===== src/rtl/dc_arb_pkg.sv =====
package dc_arb_pkg;
  typedef enum logic {
    BUS_FREE = 1'b0,
    BUS_HELD = 1'b1
  } bus_state_e;
endpackage


===== src/rtl/dc_chain_stage.sv =====
module dc_chain_stage (
  input  logic grant_in_i,
  input  logic req_i,
  input  logic block_i,
  output logic take_o,
  output logic grant_out_o
);
  assign take_o      = grant_in_i & req_i & ~block_i;
  assign grant_out_o = grant_in_i & ~take_o;
endmodule


===== src/rtl/dc_chain.sv =====
module dc_chain #(
  parameter int unsigned N = 4
) (
  input  logic         fire_i,
  input  logic [N-1:0] req_i,
  input  logic [N-1:0] block_i,
  output logic [N-1:0] take_o
);
  logic [N:0] ripple;
  assign ripple[0] = fire_i;

  for (genvar k = 0; k < N; k++) begin : g_stage
    dc_chain_stage u_stage (
      .grant_in_i (ripple[k]),
      .req_i      (req_i[k]),
      .block_i    (block_i[k]),
      .take_o     (take_o[k]),
      .grant_out_o(ripple[k+1])
    );
  end
endmodule


===== src/rtl/dc_owner_ctrl.sv =====
module dc_owner_ctrl
  import dc_arb_pkg::*;
#(
  parameter int unsigned N = 4
) (
  input  logic         clk_i,
  input  logic         rst_ni,
  input  logic [N-1:0] req_i,
  input  logic [N-1:0] rel_i,
  input  logic [N-1:0] take_i,
  output logic         free_o,
  output logic [N-1:0] grant_o,
  output logic [N-1:0] last_o,
  output logic         busy_o
);
  bus_state_e   state_q;
  logic [N-1:0] grant_q, last_q;
  logic         release_w;

  assign release_w = |(grant_q & (~req_i | rel_i));
  assign free_o    = (state_q == BUS_FREE);

  always_ff @(posedge clk_i or negedge rst_ni) begin
    if (!rst_ni) begin
      state_q <= BUS_FREE;
      grant_q <= '0;
      last_q  <= '0;
    end else if (state_q == BUS_FREE) begin
      last_q <= '0;  // one round of exclusion only
      if (|take_i) begin
        grant_q <= take_i;
        state_q <= BUS_HELD;
      end
    end else if (release_w) begin
      last_q  <= grant_q;
      grant_q <= '0;
      state_q <= BUS_FREE;
    end
  end

  assign grant_o = grant_q;
  assign last_o  = last_q;
  assign busy_o  = (state_q == BUS_HELD);

  AST_ONE_GRANT: assert property (@(posedge clk_i) disable iff (!rst_ni)
    $onehot0(grant_q));
  AST_HOLD: assert property (@(posedge clk_i) disable iff (!rst_ni)
    (state_q == BUS_HELD && !release_w) |=> $stable(grant_q));
  AST_RELEASE: assert property (@(posedge clk_i) disable iff (!rst_ni)
    release_w |=> (grant_q == '0));
  AST_IDLE: assert property (@(posedge clk_i) disable iff (!rst_ni)
    (req_i == '0 && grant_q == '0) |=> (grant_q == '0));
  AST_BUSY: assert property (@(posedge clk_i) disable iff (!rst_ni)
    busy_o == (grant_q != '0));
endmodule


===== src/rtl/dc_arbiter.sv =====
module dc_arbiter #(
  parameter int unsigned N = 4
) (
  input  logic         clk_i,
  input  logic         rst_ni,
  input  logic         fair_i,
  input  logic [N-1:0] req_i,
  input  logic [N-1:0] rel_i,
  output logic [N-1:0] grant_o,
  output logic         busy_o
);
  localparam logic [N-1:0] ONE = N'(1);

  logic         req_any, free, fire;
  logic [N-1:0] take, last, block;

  assign req_any = |req_i;  // shared request line
  assign fire    = free & req_any;
  assign block   = fair_i ? last : '0;

  dc_chain #(.N(N)) u_chain (
    .fire_i (fire),
    .req_i  (req_i),
    .block_i(block),
    .take_o (take)
  );

  dc_owner_ctrl #(.N(N)) u_ctrl (
    .clk_i  (clk_i),
    .rst_ni (rst_ni),
    .req_i  (req_i),
    .rel_i  (rel_i),
    .take_i (take),
    .free_o (free),
    .grant_o(grant_o),
    .last_o (last),
    .busy_o (busy_o)
  );

  AST_PRIO: assert property (@(posedge clk_i) disable iff (!rst_ni)
    $rose(busy_o) |-> (((grant_o - ONE) & $past(req_i & ~block)) == '0));
  AST_FAIR: assert property (@(posedge clk_i) disable iff (!rst_ni)
    ($rose(busy_o) && $past(fair_i)) |-> ((grant_o & $past(last)) == '0));
  AST_GRANT_REQ: assert property (@(posedge clk_i) disable iff (!rst_ni)
    $rose(busy_o) |-> ((grant_o & ~$past(req_i)) == '0));
endmodule


===== config.mk =====
export PLATFORM = sky130hd
export DESIGN_NAME = dc_arbiter
export DESIGN_NICKNAME = d
export VERILOG_FILES = /design/src/rtl/dc_arb_pkg.sv /design/src/rtl/dc_chain_stage.sv /design/src/rtl/dc_chain.sv /design/src/rtl/dc_owner_ctrl.sv /design/src/rtl/dc_arbiter.sv
export SDC_FILE = /design/constraint.sdc
export NUM_CORES = 1
export LEC_CHECK = 0
export BUFFER_PORTS_ARGS = -buffer_cell sky130_fd_sc_hd__buf_2
export CORE_UTILIZATION = 43
export DETAILED_ROUTE_END_ITERATION = 8
export PLACE_DENSITY = 0.71
export SYNTH_ARGS = -nofsm -noshare
export SYNTH_HDL_FRONTEND = slang
export SYNTH_SLANG_ARGS = --single-unit

===== constraint.sdc =====
create_clock -name clk_i -period 1.3 [get_ports clk_i]
set_input_delay 0.065 -clock clk_i [delete_from_list [all_inputs] [get_ports clk_i]]
set_output_delay 0.065 -clock clk_i [all_outputs]
set_load 0.01 [all_outputs]

==> load_flow_metrics.sql, run 1 <==
INSERT INTO impl_metrics (metric_group, metric, value, unit) VALUES
('outcome', 'outcome', 'finished clean', ''),
('timing', 'post-route-min-period', '1.228', 'ns'),
('pwr', 'pwr-share-clk', '0.150', ''),
('floorplanning', 'ios', '16', ''),
('pwr', 'p_sw_frac', '0.4055', ''),
('timing', 'final.setup_skew', '0.004879', 'ns'),
('run', 'cap_violations', '0', ''),
('synth', 'synth_enable_flop_cells', '0', ''),
('worst_hold_path', 'hold_path_startpoint', 'req_i[0]', ''),
('worst_setup_path', 'worst_ep_arrival_time', '1.43', 'ns'),
('clock_network', 'clock_sink_count', '9', ''),
('placement', 'placed_area', '728.2', 'um^2'),
('floorplanning', 'starting_density', '0.4829', ''),
('placement', 'port_buffers', '15', ''),
('grt', 'grt_usage', '0.2376', ''),
('drt', 'wl_per_cell', '14.35', 'um'),
('clock_network', 'resized_gates_after_cts', '0', ''),
('grt', 'grt_antenna_before_repair', '0', ''),
('drt', 'drt_drc_violations_left', '0', ''),
('placement', 'pre_cts_ws', '0.09060', 'ns'),
('worst_setup_path', 'cpPeakStageDelay', '0.38', 'ns'),
('synth', 'synthMostInstantiatedCell', 'sky130_fd_sc_hd__dfrtp_1', ''),
('synth', 'mappedNetlistArea', '565.5', 'um^2'),
('pwr', 'sequentialPowerShare', '0.309', ''),
('pwr', 'worst_ir_drop_vdd', '1.223', 'mV'),
('drt', 'vias', '605', ''),
('drt', 'dr.max_layer_used', 'met4', ''),
('worst_setup_path', 'rrSetupSlack', '0.07', 'ns'),
('floorplanning', 'dieArea', '0.001464', 'mm^2'),
('clock_network', 'clk_pin_slew_worst_paths', '0.06', 'ns'),
('worst_setup_path', 'critPathCaptureType', 'flop', ''),
('drt', 'detail_route.iter0.violations', '22', ''),
('floorplanning', 'fp.dieH', '38.27', 'um'),
('drt', 'drtPass1Iterations', '4', ''),
('synth', 'synth-warning-count', '0', ''),
('timing', 'min_period_over_period', '0.9448', ''),
('timing', 'timing_hold_violations_final', '0', ''),
('worst_setup_path', 'critical_path.n_buffers_inverters', '1', ''),
('floorplanning', 'die-width', '38.27', 'um'),
('layout', 'final_core_utilization', '0.6528', ''),
('worst_setup_path', 'crit_slowest_cell', 'sky130_fd_sc_hd__dfrtp_1', ''),
('worst_setup_path', 'crit_required', '1.50', 'ns'),
('layout', 'fillCellCount', '107', ''),
('clock_network', 'cts-buffers-inserted', '3', ''),
('layout', 'area_growth', '35.18', '%'),
('timing', 'relSlewSlack', '0.7461', ''),
('timing', 'timing.setup.tns', '0', 'ns'),
('layout', 'num_antenna_cells', '0', ''),
('grt', 'grt_remaining_overflow', '0', ''),
('floorplanning', 'std_cell_rows', '12', ''),
('synth', 'top_cells_by_area_synth', 'sky130_fd_sc_hd__dfrtp_1 (40%), sky130_fd_sc_hd__a22o_1 (6.2%), sky130_fd_sc_hd__nand4_1 (5.5%)', ''),
('synth', 'post-synth-top-area-fraction', '0.3982', ''),
('worst_hold_path', 'min_path_type', 'input port to flop', ''),
('timing', 'tightestPinTransition', '0.3712', 'ns'),
('clock_network', 'cts_root_buffer', 'sky130_fd_sc_hd__clkbuf_4', ''),
('pwr', 'share_comb_of_total_power', '0.540', ''),
('pwr', 'total_power', '1453', 'uW'),
('drt', 'drt-met1-wl', '692', 'um'),
('synth', 'synth_async_sr_flop_share', '1.000', ''),
('floorplanning', 'placeableCoreArea', '0.001171', 'mm^2'),
('grt', 'largest_net_degree_at_the_start_of_global_routing', '10', ''),
('timing', 'timing.final.max_slew_violations', '0', ''),
('clock_network', 'cts_max_level', '1', ''),
('worst_setup_path', 'critical_path.startpoint', 'u_ctrl.grant_o[3]', ''),
('timing', 'highest_clock_rate', '814.2', 'MHz'),
('pwr', 'intPower', '863.9', 'uW'),
('drt', 'dr_wl_met3', '86', 'um'),
('synth', 'synth_sequential_area_ratio', '0.3982', ''),
('clock_network', 'postCtsSetupRepairBufs', '0', ''),
('clock_network', 'cts_tree', 'yes', ''),
('clock_network', 'cts_max_path_buffers', '2', '');
[per-stage QoR]
stage	instances	hold WS, ns
3_5_place_dp	96	-0.07177
5_1_grt	101	0.1658
4_1_cts	101	0.1433
6_report	101	0.1412
2_1_floorplan	58	-0.2306
3_3_place_gp	96	-0.07453
[layer usage]
metal,vias to the layer above,track usage
met3,2,0.03488
met4,0,0.1339
met5,-,0
met1,289,0.3396
met2,29,0.3390
li1,285,-
[logic make-up (layout without fill, tap and decap cells)]
family | Yosys count | count (layout) | synth area share
AOI/OAI and AO/OA | 20 | 20 | 0.3297
buffers and inverters | 7 | 36 | 0.04866
DFF | 9 | 9 | 0.3982
and+or+nand+nor | 22 | 22 | 0.2234
[tightest hold or removal path, delay by kind of cell]
family | cells | cell delay (ns)
AOI/OAI and AO/OA | 1 | 0.07
and+or+nand+nor | 1 | 0.10
buffers and inverters | 1 | 0.14
[layout make-up]
cell class,instances,area [um^2],area share
Inverter,6,22.52,0.02946
Timing Repair Buffer,26,160.2,0.2095
Clock buffer,4,26.28,0.03437
Tap cell,14,17.52,0.02291
Multi-Input combinational cell,42,312.8,0.4092
Sequential cell,9,225.2,0.2946
[sequential cells by signal (all words and copies together), names as in the netlist]
| signal | flops |
|---|---|
| u_ctrl.last_o | 4 |
| u_ctrl.grant_o | 4 |
| u_ctrl.busy_o | 1 |
[power groups by stage]
stage,clock [uW],sequential [uW],combinational [uW]
floorplan,0,488,370
global placement,0,449,762
detailed placement,0,453,769
CTS,221,449,778
global route,238,463,851
finish,219,450,785
[path summary, 6_finish.rpt]
kind	end	depth (start not counted)
max	u_ctrl.last_o[2]	4
min	u_ctrl.grant_o[0]	3
max reg2reg	u_ctrl.last_o[2]	4
min reg2reg	u_ctrl.last_o[3]	1
max in group asynchronous	u_ctrl.last_o[2]	2
min in group asynchronous	u_ctrl.last_o[1]	2
[placed cells by master, fill, tap and decap left out]
cell / synthesis / layout
sky130_fd_sc_hd__dfrtp_1: 9 / 9
sky130_fd_sc_hd__a21oi_1: 2 / 2
sky130_fd_sc_hd__and3_1: 1 / 1
sky130_fd_sc_hd__and2_1: 1 / 1
sky130_fd_sc_hd__o22ai_1: 1 / 1
sky130_fd_sc_hd__o22a_2: 1 / 1
sky130_fd_sc_hd__o32a_1: 1 / 1
sky130_fd_sc_hd__nor2_1: 1 / 1
sky130_fd_sc_hd__or4_4: 1 / 1
sky130_fd_sc_hd__o311ai_2: 1 / 1
sky130_fd_sc_hd__dlygate4sd3_1: 0 / 1
sky130_fd_sc_hd__clkbuf_4: 0 / 3
sky130_fd_sc_hd__nand4_1: 5 / 5
sky130_fd_sc_hd__o21ai_1: 1 / 1
sky130_fd_sc_hd__inv_1: 6 / 6
sky130_fd_sc_hd__nand2_1: 4 / 4
sky130_fd_sc_hd__nor3b_1: 1 / 1
sky130_fd_sc_hd__a21o_1: 1 / 1
sky130_fd_sc_hd__clkbuf_1: 0 / 1
sky130_fd_sc_hd__nand3_1: 4 / 4
sky130_fd_sc_hd__a2111oi_0: 1 / 1
sky130_fd_sc_hd__nand2b_1: 4 / 4
sky130_fd_sc_hd__buf_4: 0 / 10
sky130_fd_sc_hd__a21boi_4: 1 / 1
sky130_fd_sc_hd__a22oi_1: 1 / 1
sky130_fd_sc_hd__buf_2: 1 / 15
sky130_fd_sc_hd__a22oi_2: 1 / 1
sky130_fd_sc_hd__a22o_1: 4 / 4
sky130_fd_sc_hd__o221a_2: 1 / 1
sky130_fd_sc_hd__a41oi_1: 2 / 2
sky130_fd_sc_hd__o21ba_2: 1 / 1
[what timing repair did]
item                       in CTS  in global routing
hold buffers                    1                  0
setup endpoints to repair       0                  0
hold endpoints to repair        9                  0
No activity file was read; power rests on OpenSTA's default activity.
==> run 2, diff against run 1 <==
- ABC_AREA: default -> 1
- CORE_AREA: default -> 2 2 39 41
- CORE_UTILIZATION: 43 -> default
- DIE_AREA: default -> 0 0 41 43
- PLACE_DENSITY: 0.71 -> default
==> run 2 against run 1 <==
Against the previous run:
- fmax up 4.9%
- clock skew down 0.0037 ns
- power decreased by 12%
- clock-buffer cell count fell by 1
- largest cell class unchanged
- highest routed layer is now met3
==> load_flow_metrics.sql, run 2 <==
INSERT INTO impl_metrics (metric_group, metric, value, unit) VALUES
('worst_setup_path', 'crit_path_start_kind', 'flop', ''),
('floorplanning', 'dieArea', '0.001763', 'mm^2'),
('grt', 'global_route.usage.met3', '0.09424', ''),
('grt', 'first_global_vias', '467', ''),
('synth', 'synthMostInstantiatedCell', 'sky130_fd_sc_hd__nand2_1', ''),
('floorplanning', 'starting_density', '0.3499', ''),
('grt', 'grt_pass1_wl', '1.938', 'mm'),
('synth', 'post_synth_most_frequent_cells', 'sky130_fd_sc_hd__nand2_1 (14), sky130_fd_sc_hd__inv_1 (10), sky130_fd_sc_hd__nand3_1 (10)', ''),
('layout', 'multi_input_area', '230.2', 'um^2'),
('timing', 'setup-violations-final', '0', ''),
('timing', 'timing.setup.tns', '0', 'ns'),
('synth', 'synth_sequential_area_ratio', '0.4651', ''),
('layout', 'number_of_nets_in_the_final_layout', '98', ''),
('synth', 'synth.ff_latch_count', '9', ''),
('synth', 'ys_dominant_reg_cell', 'sky130_fd_sc_hd__dfrtp_1', ''),
('run', 'cap_violations', '0', ''),
('drt', 'route.final.wire_length', '1.191', 'mm'),
('worst_setup_path', 'crit_path_max_fanout', '7', ''),
('layout', 'layout.cells.most_common', 'sky130_fd_sc_hd__buf_2', ''),
('worst_setup_path', 'setup.worst_path.class', 'flop to flop', ''),
('pwr', 'powerDensity', '1956', 'mW/mm^2'),
('worst_setup_path', 'crit_required', '1.46', 'ns'),
('floorplanning', 'placeableCoreArea', '0.001384', 'mm^2'),
('clock_network', 'clk_pin_slew_worst_paths', '0.06', 'ns'),
('floorplanning', 'std_cell_rows', '14', ''),
('grt', 'grt_remaining_overflow', '0', ''),
('worst_setup_path', 'critPathCaptureType', 'flop', ''),
('pwr', 'worst_ir_drop_vdd', '0.9557', 'mV'),
('grt', 'grt_util_met2', '0.2344', ''),
('pwr', 'leakagePower', '0.0003603', 'uW'),
('synth', 'ys_types', '14', ''),
('timing', 'highest_clock_rate', '854.5', 'MHz'),
('grt', 'grt_antenna_before_repair', '0', ''),
('synth', 'synth_top_area_cell', 'sky130_fd_sc_hd__dfrtp_1', ''),
('layout', 'final-seq-area', '226.5', 'um^2'),
('clock_network', 'cts_max_level', '1', ''),
('synth', 'post-synth-top-area-fraction', '0.4651', ''),
('synth', 'syn_avg_cell_area', '7.566', 'um^2'),
('grt', 'largest_net_degree_at_the_start_of_global_routing', '10', ''),
('layout', 'num_antenna_cells', '0', ''),
('synth', 'syn-instance-count', '64', ''),
('pwr', 'intPower', '729.4', 'uW'),
('placement', 'port_buffers', '15', ''),
('layout', 'finalNonFillerCells', '102', ''),
('synth', 'synth_async_sr_flop_share', '1.000', ''),
('worst_setup_path', 'worst_ep_arrival_time', '1.33', 'ns'),
('clock_network', 'clock_sink_count', '9', ''),
('clock_network', 'cts_max_path_buffers', '2', ''),
('synth', 'synth_enable_flop_cells', '0', ''),
('worst_hold_path', 'min_path_type', 'input port to flop', ''),
('pwr', 'pwr-share-clk', '0.173', ''),
('timing', 'timing_hold_violations_final', '0', ''),
('placement', 'pre_cts_ws', '0.1052', 'ns'),
('floorplanning', 'fp.dieH', '43', 'um'),
('timing', 'tightestPinTransition', '0.2368', 'ns'),
('floorplanning', 'ios', '16', ''),
('drt', 'drt_drc_violations_left', '0', ''),
('pwr', 'p_sw_frac', '0.4290', ''),
('synth', 'mappedNetlistArea', '484.2', 'um^2'),
('placement', 'globalplace.congestion', '0.7513', ''),
('layout', 'fillCellCount', '144', ''),
('synth', 'top_cells_by_area_synth', 'sky130_fd_sc_hd__dfrtp_1 (47%), sky130_fd_sc_hd__nand2_1 (11%), sky130_fd_sc_hd__nand3_1 (10%)', ''),
('pwr', 'power.switching', '548.0', 'uW'),
('layout', 'post_route_cells_drive_above_1_share', '0.3605', ''),
('clock_network', 'cts_root_buffer', 'sky130_fd_sc_hd__clkbuf_4', ''),
('drt', 'drtPass1Iterations', '4', ''),
('grt', 'grt_usage', '0.1646', ''),
('drt', 'vias', '493', ''),
('drt', 'postRouteAntennaNets', '0', ''),
('synth', 'synth-warning-count', '0', ''),
('drt', 'route.detailed.vias_per_inst', '4.833', ''),
('pwr', 'share_comb_of_total_power', '0.474', ''),
('timing', 'min_period_over_period', '0.9003', ''),
('pwr', 'sequentialPowerShare', '0.353', ''),
('timing', 'relSlewSlack', '0.8415', ''),
('layout', 'area_growth', '34.88', '%'),
('floorplanning', 'die-width', '41', 'um'),
('clock_network', 'clkLatencyLatePin', '0.26', 'ns'),
('drt', 'detail_route.iter0.violations', '1', ''),
('pwr', 'total_power', '1277', 'uW'),
('clock_network', 'cts-buffers-inserted', '3', ''),
('placement', 'dp_cells', '97', ''),
('layout', 'layout.cells.most_common_list', 'sky130_fd_sc_hd__buf_2 (15), sky130_fd_sc_hd__nand2_1 (13), sky130_fd_sc_hd__inv_1 (10), sky130_fd_sc_hd__nand3_1 (10), sky130_fd_sc_hd__dfrtp_1 (8)', ''),
('timing', 'final.setup_skew', '0.001180', 'ns'),
('synth', 'syn_nets', '75', ''),
('timing', 'timing.final.max_slew_violations', '0', ''),
('drt', 'wl_per_cell', '11.68', 'um'),
('grt', 'use_met1', '0.2207', ''),
('timing', 'post-route-min-period', '1.170', 'ns'),
('clock_network', 'cts_tree', 'yes', ''),
('timing', 'post-route-worst-setup-slack', '0.1297', 'ns'),
('grt', 'grt-busiest-layer', 'met2', ''),
('placement', 'hpwlAfterDp', '939.5', 'um'),
('timing', 'grt_setup_unrepaired', 'no', ''),
('outcome', 'outcome', 'finished clean', '');
-- run 2: cell types whose count changed in the layout (fill, tap and decap cells not counted), moves of 2 or more --
| cell | change |
|---|---|
| sky130_fd_sc_hd__nand2_1 | +9 |
| sky130_fd_sc_hd__buf_4 | -7 |
| sky130_fd_sc_hd__o21ai_0 | +7 |
| sky130_fd_sc_hd__nand3_1 | +6 |
| sky130_fd_sc_hd__a22o_1 | -4 |
| sky130_fd_sc_hd__inv_1 | +4 |
| sky130_fd_sc_hd__nand2b_1 | -4 |
| sky130_fd_sc_hd__nor2_2 | +3 |
| sky130_fd_sc_hd__a21oi_1 | -2 |
| sky130_fd_sc_hd__a41oi_1 | -2 |
-- run 2: logic make-up (layout without fill, tap and decap cells) --
kind of cell	Yosys count	count (layout)	synth area share
AND/OR/NAND/NOR	32	32	0.2997
AO/OA/AOI/OAI	11	11	0.1344
flip-flops	9	9	0.4651
buffers and inverters	12	34	0.1008
-- run 2: path summary, 6_finish.rpt --
kind                             startpoint                 to  slack (ns)  cells past startpoint
min in group asynchronous            rst_ni   u_ctrl.last_o[0]        0.17                      2
max in group asynchronous            rst_ni      u_ctrl.busy_o        0.93                      2
setup / recovery              u_ctrl.busy_o  u_ctrl.grant_o[0]        0.13                      6
setup reg to reg              u_ctrl.busy_o  u_ctrl.grant_o[0]        0.13                      6
hold reg to reg            u_ctrl.last_o[3]   u_ctrl.last_o[3]        0.52                      2
hold / removal                     req_i[0]  u_ctrl.grant_o[0]        0.13                      3
-- run 2: layer usage --
layer / share of wire / vias to the layer above
li1: - / 257
met5: 0 / -
met1: 0.46 / 229
met2: 0.50 / 7
met3: 0.040 / 0
met4: 0 / 0
-- run 2: worst max-delay path: stages (launching register included) --
cell and delay [ns]:
sky130_fd_sc_hd__dfrtp_2 0.45, sky130_fd_sc_hd__a21oi_2 0.14, sky130_fd_sc_hd__nand3_1 0.12, sky130_fd_sc_hd__inv_1 0.09, sky130_fd_sc_hd__nand2_2 0.10, sky130_fd_sc_hd__nand4_1 0.12
sky130_fd_sc_hd__nand2_1 0.05
-- run 2: repair_timing --
action                                 CTS  global route
endpoints found under the hold margin    9             0
setup endpoints to repair                0             7
gates resized for setup                  0             6
setup buffers                            0             0
hold buffers                             1             0
-- run 2: metrics by stage --
step	area, um^2	util	hold slack [ns]
2_1_floorplan	484.2	-	-0.2306
3_3_place_gp	594.3	0.4295	-0.07221
3_5_place_dp	594.3	0.4295	-0.07186
4_1_cts	631.9	0.4566	0.1314
5_1_grt	653.1	0.4720	0.1550
6_report	653.1	0.4720	0.1348
-- run 2: layout make-up --
type / count / area share
clock inverters: 1 / 0.007663
clock buffers: 3 / 0.03448
repair buffers: 19 / 0.1648
flip-flops and latches: 9 / 0.3467
inverters: 11 / 0.06322
well taps: 16 / 0.03065
multi-input cells: 43 / 0.3525
-- run 2: power groups by stage --
stage	Clock [uW]	Sequential, uW	Combinational, uW
after floorplan	0	456	325
after global placement	0	450	555
after detailed placement	0	451	551
after CTS	228	445	556
after global routing	238	467	677
final	221	451	606
==> run 3, diff against run 2 <==
- clock period: 1.3 -> 1.07 ns (I/O delays scaled with it)
==> run 3 against run 2 <==
Against the previous run:
- the flow now finishes with violations (negative setup slack)
- first-iteration DRC count grew to 6.0 times the previous value
- worst setup slack worse by 0.20 ns
- fmax is 2.4% higher
- die area unchanged
- critical path depth did not move
- register-to-register slack got worse by 0.20 ns
- design area up 17%
- wire length up 12%
==> load_flow_metrics.sql, run 3 (synthesis results as in run 2) <==
INSERT INTO impl_metrics (metric_group, metric, value, unit) VALUES
('floorplanning', 'die-width', '41', 'um'),
('drt', 'wl_per_cell', '12.18', 'um'),
('worst_setup_path', 'crit_path_max_fanout', '5', ''),
('drt', 'drtPass1Iterations', '2', ''),
('grt', 'largest_net_degree_at_the_start_of_global_routing', '10', ''),
('clock_network', 'cts-buffers-inserted', '3', ''),
('floorplanning', 'ios', '16', ''),
('grt', 'grt_remaining_overflow', '0', ''),
('clock_network', 'clkLatencyLatePin', '0.27', 'ns'),
('timing', 'post-route-worst-setup-slack', '-0.07268', 'ns'),
('timing', 'highest_clock_rate', '875.1', 'MHz'),
('layout', 'post_route_cells_drive_above_1_share', '0.5161', ''),
('worst_setup_path', 'crit_path_start_kind', 'flop', ''),
('layout', 'number_of_nets_in_the_final_layout', '105', ''),
('placement', 'hpwlAfterDp', '978.8', 'um'),
('floorplanning', 'fp.dieH', '43', 'um'),
('grt', 'first_global_vias', '504', ''),
('floorplanning', 'starting_density', '0.3499', ''),
('worst_setup_path', 'critical_path.most_common_cell', 'sky130_fd_sc_hd__nor2_4', ''),
('floorplanning', 'placeableCoreArea', '0.001384', 'mm^2'),
('timing', 'post-route-min-period', '1.143', 'ns'),
('placement', 'placed_area', '656.9', 'um^2'),
('worst_setup_path', 'cpLargestDelayFamily', 'flip-flops', ''),
('timing', 'timing_hold_violations_final', '0', ''),
('pwr', 'powerDensity', '2359', 'mW/mm^2'),
('drt', 'drt_drc_violations_left', '0', ''),
('worst_setup_path', 'setup.worst_path.class', 'flop to flop', ''),
('layout', 'multi_input_area', '289.0', 'um^2'),
('layout', 'layout.cells.most_common', 'sky130_fd_sc_hd__buf_2', ''),
('clock_network', 'cts_max_level', '1', ''),
('worst_setup_path', 'critical_path.n_buffers_inverters', '0', ''),
('drt', 'postRouteAntennaNets', '0', ''),
('drt', 'route.detailed.vias_per_inst', '4.963', ''),
('layout', 'final-seq-area', '226.5', 'um^2'),
('grt', 'grt_pass1_wl', '2.042', 'mm'),
('timing', 'relSlewSlack', '0.8304', ''),
('timing', 'min_period_over_period', '1.068', ''),
('layout', 'fillCellCount', '130', ''),
('clock_network', 'clk_pin_slew_worst_paths', '0.06', 'ns'),
('timing', 'setup-violations-final', '4', ''),
('layout', 'area_growth', '57.62', '%'),
('clock_network', 'cts_root_buffer', 'sky130_fd_sc_hd__clkbuf_4', ''),
('layout', 'layout.cells.most_common_list', 'sky130_fd_sc_hd__buf_2 (15), sky130_fd_sc_hd__buf_4 (10), sky130_fd_sc_hd__inv_1 (9), sky130_fd_sc_hd__nand2_1 (8), sky130_fd_sc_hd__dfrtp_1 (8)', ''),
('run', 'cap_violations', '0', ''),
('timing', 'tightestPinTransition', '0.2539', 'ns'),
('drt', 'detail_route.iter0.violations', '6', ''),
('layout', 'layout.cell_area.non_filler', '763.2', 'um^2'),
('pwr', 'leakagePower', '0.0004082', 'uW'),
('clock_network', 'cts_tree', 'yes', ''),
('grt', 'grt_antenna_before_repair', '0', ''),
('worst_setup_path', 'crit_required', '1.23', 'ns'),
('worst_setup_path', 'cp_cell_instances', 'a21oi_4, nand3_2, nor2_4, nor2_4, nand4_1, nand2_1', ''),
('pwr', 'total_power', '1801', 'uW'),
('clock_network', 'postCtsSetupRepairBufs', '0', ''),
('layout', 'num_antenna_cells', '0', ''),
('drt', 'vias', '541', ''),
('timing', 'timing.final.max_slew_violations', '0', ''),
('outcome', 'outcome', 'finished, violations left', ''),
('clock_network', 'clock_sink_count', '9', ''),
('timing', 'grt_setup_unrepaired', 'yes', ''),
('worst_hold_path', 'min_path_type', 'input port to asynchronous set/reset pin', ''),
('grt', 'grt_usage', '0.1755', ''),
('clock_network', 'cts_max_path_buffers', '2', ''),
('drt', 'route.final.wire_length', '1.328', 'mm'),
('floorplanning', 'std_cell_rows', '14', ''),
('worst_setup_path', 'cpPeakStageDelay', '0.45', 'ns'),
('pwr', 'worst_ir_drop_vdd', '1.250', 'mV'),
('timing', 'final.setup_skew', '0.005242', 'ns'),
('outcome', 'violations', 'negative setup slack', ''),
('worst_setup_path', 'worst_ep_arrival_time', '1.30', 'ns'),
('placement', 'port_buffers', '15', ''),
('worst_setup_path', 'crit_slowest_cell', 'sky130_fd_sc_hd__dfrtp_2', ''),
('placement', 'globalplace.congestion', '0.8072', ''),
('floorplanning', 'dieArea', '0.001763', 'mm^2'),
('worst_setup_path', 'critPathCaptureType', 'flop', '');
## run 3: path summary, 6_finish.rpt
path / from / depth (start not counted) / endpoint / slack [ns]
setup / recovery: u_ctrl.busy_o / 6 / u_ctrl.grant_o[1] / -0.07
hold / removal: rst_ni / 2 / u_ctrl.last_o[2] / 0.17
setup reg to reg: u_ctrl.busy_o / 6 / u_ctrl.grant_o[1] / -0.07
hold reg to reg: u_ctrl.last_o[0] / 2 / u_ctrl.last_o[0] / 0.54
max in group asynchronous: rst_ni / 2 / u_ctrl.busy_o / 0.71
min in group clk_i: req_i[3] / 5 / u_ctrl.grant_o[3] / 0.20
## run 3: layer usage
layer  track usage  wire, um
met5             0         0
met4        0.1200        38
met3       0.03665        44
met2        0.2500       671
met1        0.2259       574
## run 3: area by class of cell
| class | instances | area share |
|---|---|---|
| multi-input cells | 43 | 0.3787 |
| repair buffers | 26 | 0.2098 |
| well taps | 16 | 0.02623 |
| clock buffers | 4 | 0.03443 |
| flip-flops and latches | 9 | 0.2967 |
| inverters | 11 | 0.05410 |
## run 3: report_power, final
group / switching, uW / total [uW] / internal (uW)
combinational: 531 / 981 / 450
clock: 126 / 270 / 144
sequential: 98.0 / 550 / 452
## run 3: timing repair
| action | CTS | global route |
|---|---|---|
| endpoints found under the hold margin | 9 | 0 |
| pin swaps | 7 | 6 |
| resized for setup | 11 | 14 |
| hold buffers | 1 | 0 |
| setup endpoints to repair | 9 | 10 |
## run 3: worst reg2reg max path: stages (launching register included)
cell                      delay (ns)
sky130_fd_sc_hd__dfrtp_2        0.45
sky130_fd_sc_hd__a21oi_4        0.15
sky130_fd_sc_hd__nand3_2        0.11
sky130_fd_sc_hd__nor2_4         0.13
sky130_fd_sc_hd__nor2_4         0.06
sky130_fd_sc_hd__nand4_1        0.07
sky130_fd_sc_hd__nand2_1        0.05
## run 3: per-stage QoR
| step | utilization | hold WS (ns) | instances | worst slack, ns | TNS, ns |
|---|---|---|---|---|---|
| global placement | 0.4747 | -0.08213 | 104 | -0.07906 | -0.3812 |
| CTS | 0.5262 | 0.1724 | 109 | -0.07200 | -0.2531 |
| global route | 0.5515 | 0.2050 | 109 | -0.1418 | -0.7015 |
| detailed placement | 0.4747 | -0.07937 | 104 | -0.06660 | -0.4154 |
| finish | 0.5515 | 0.1655 | 109 | -0.07268 | -0.2680 |
| floorplan | - | -0.2421 | 64 | -0.09792 | -0.4114 |
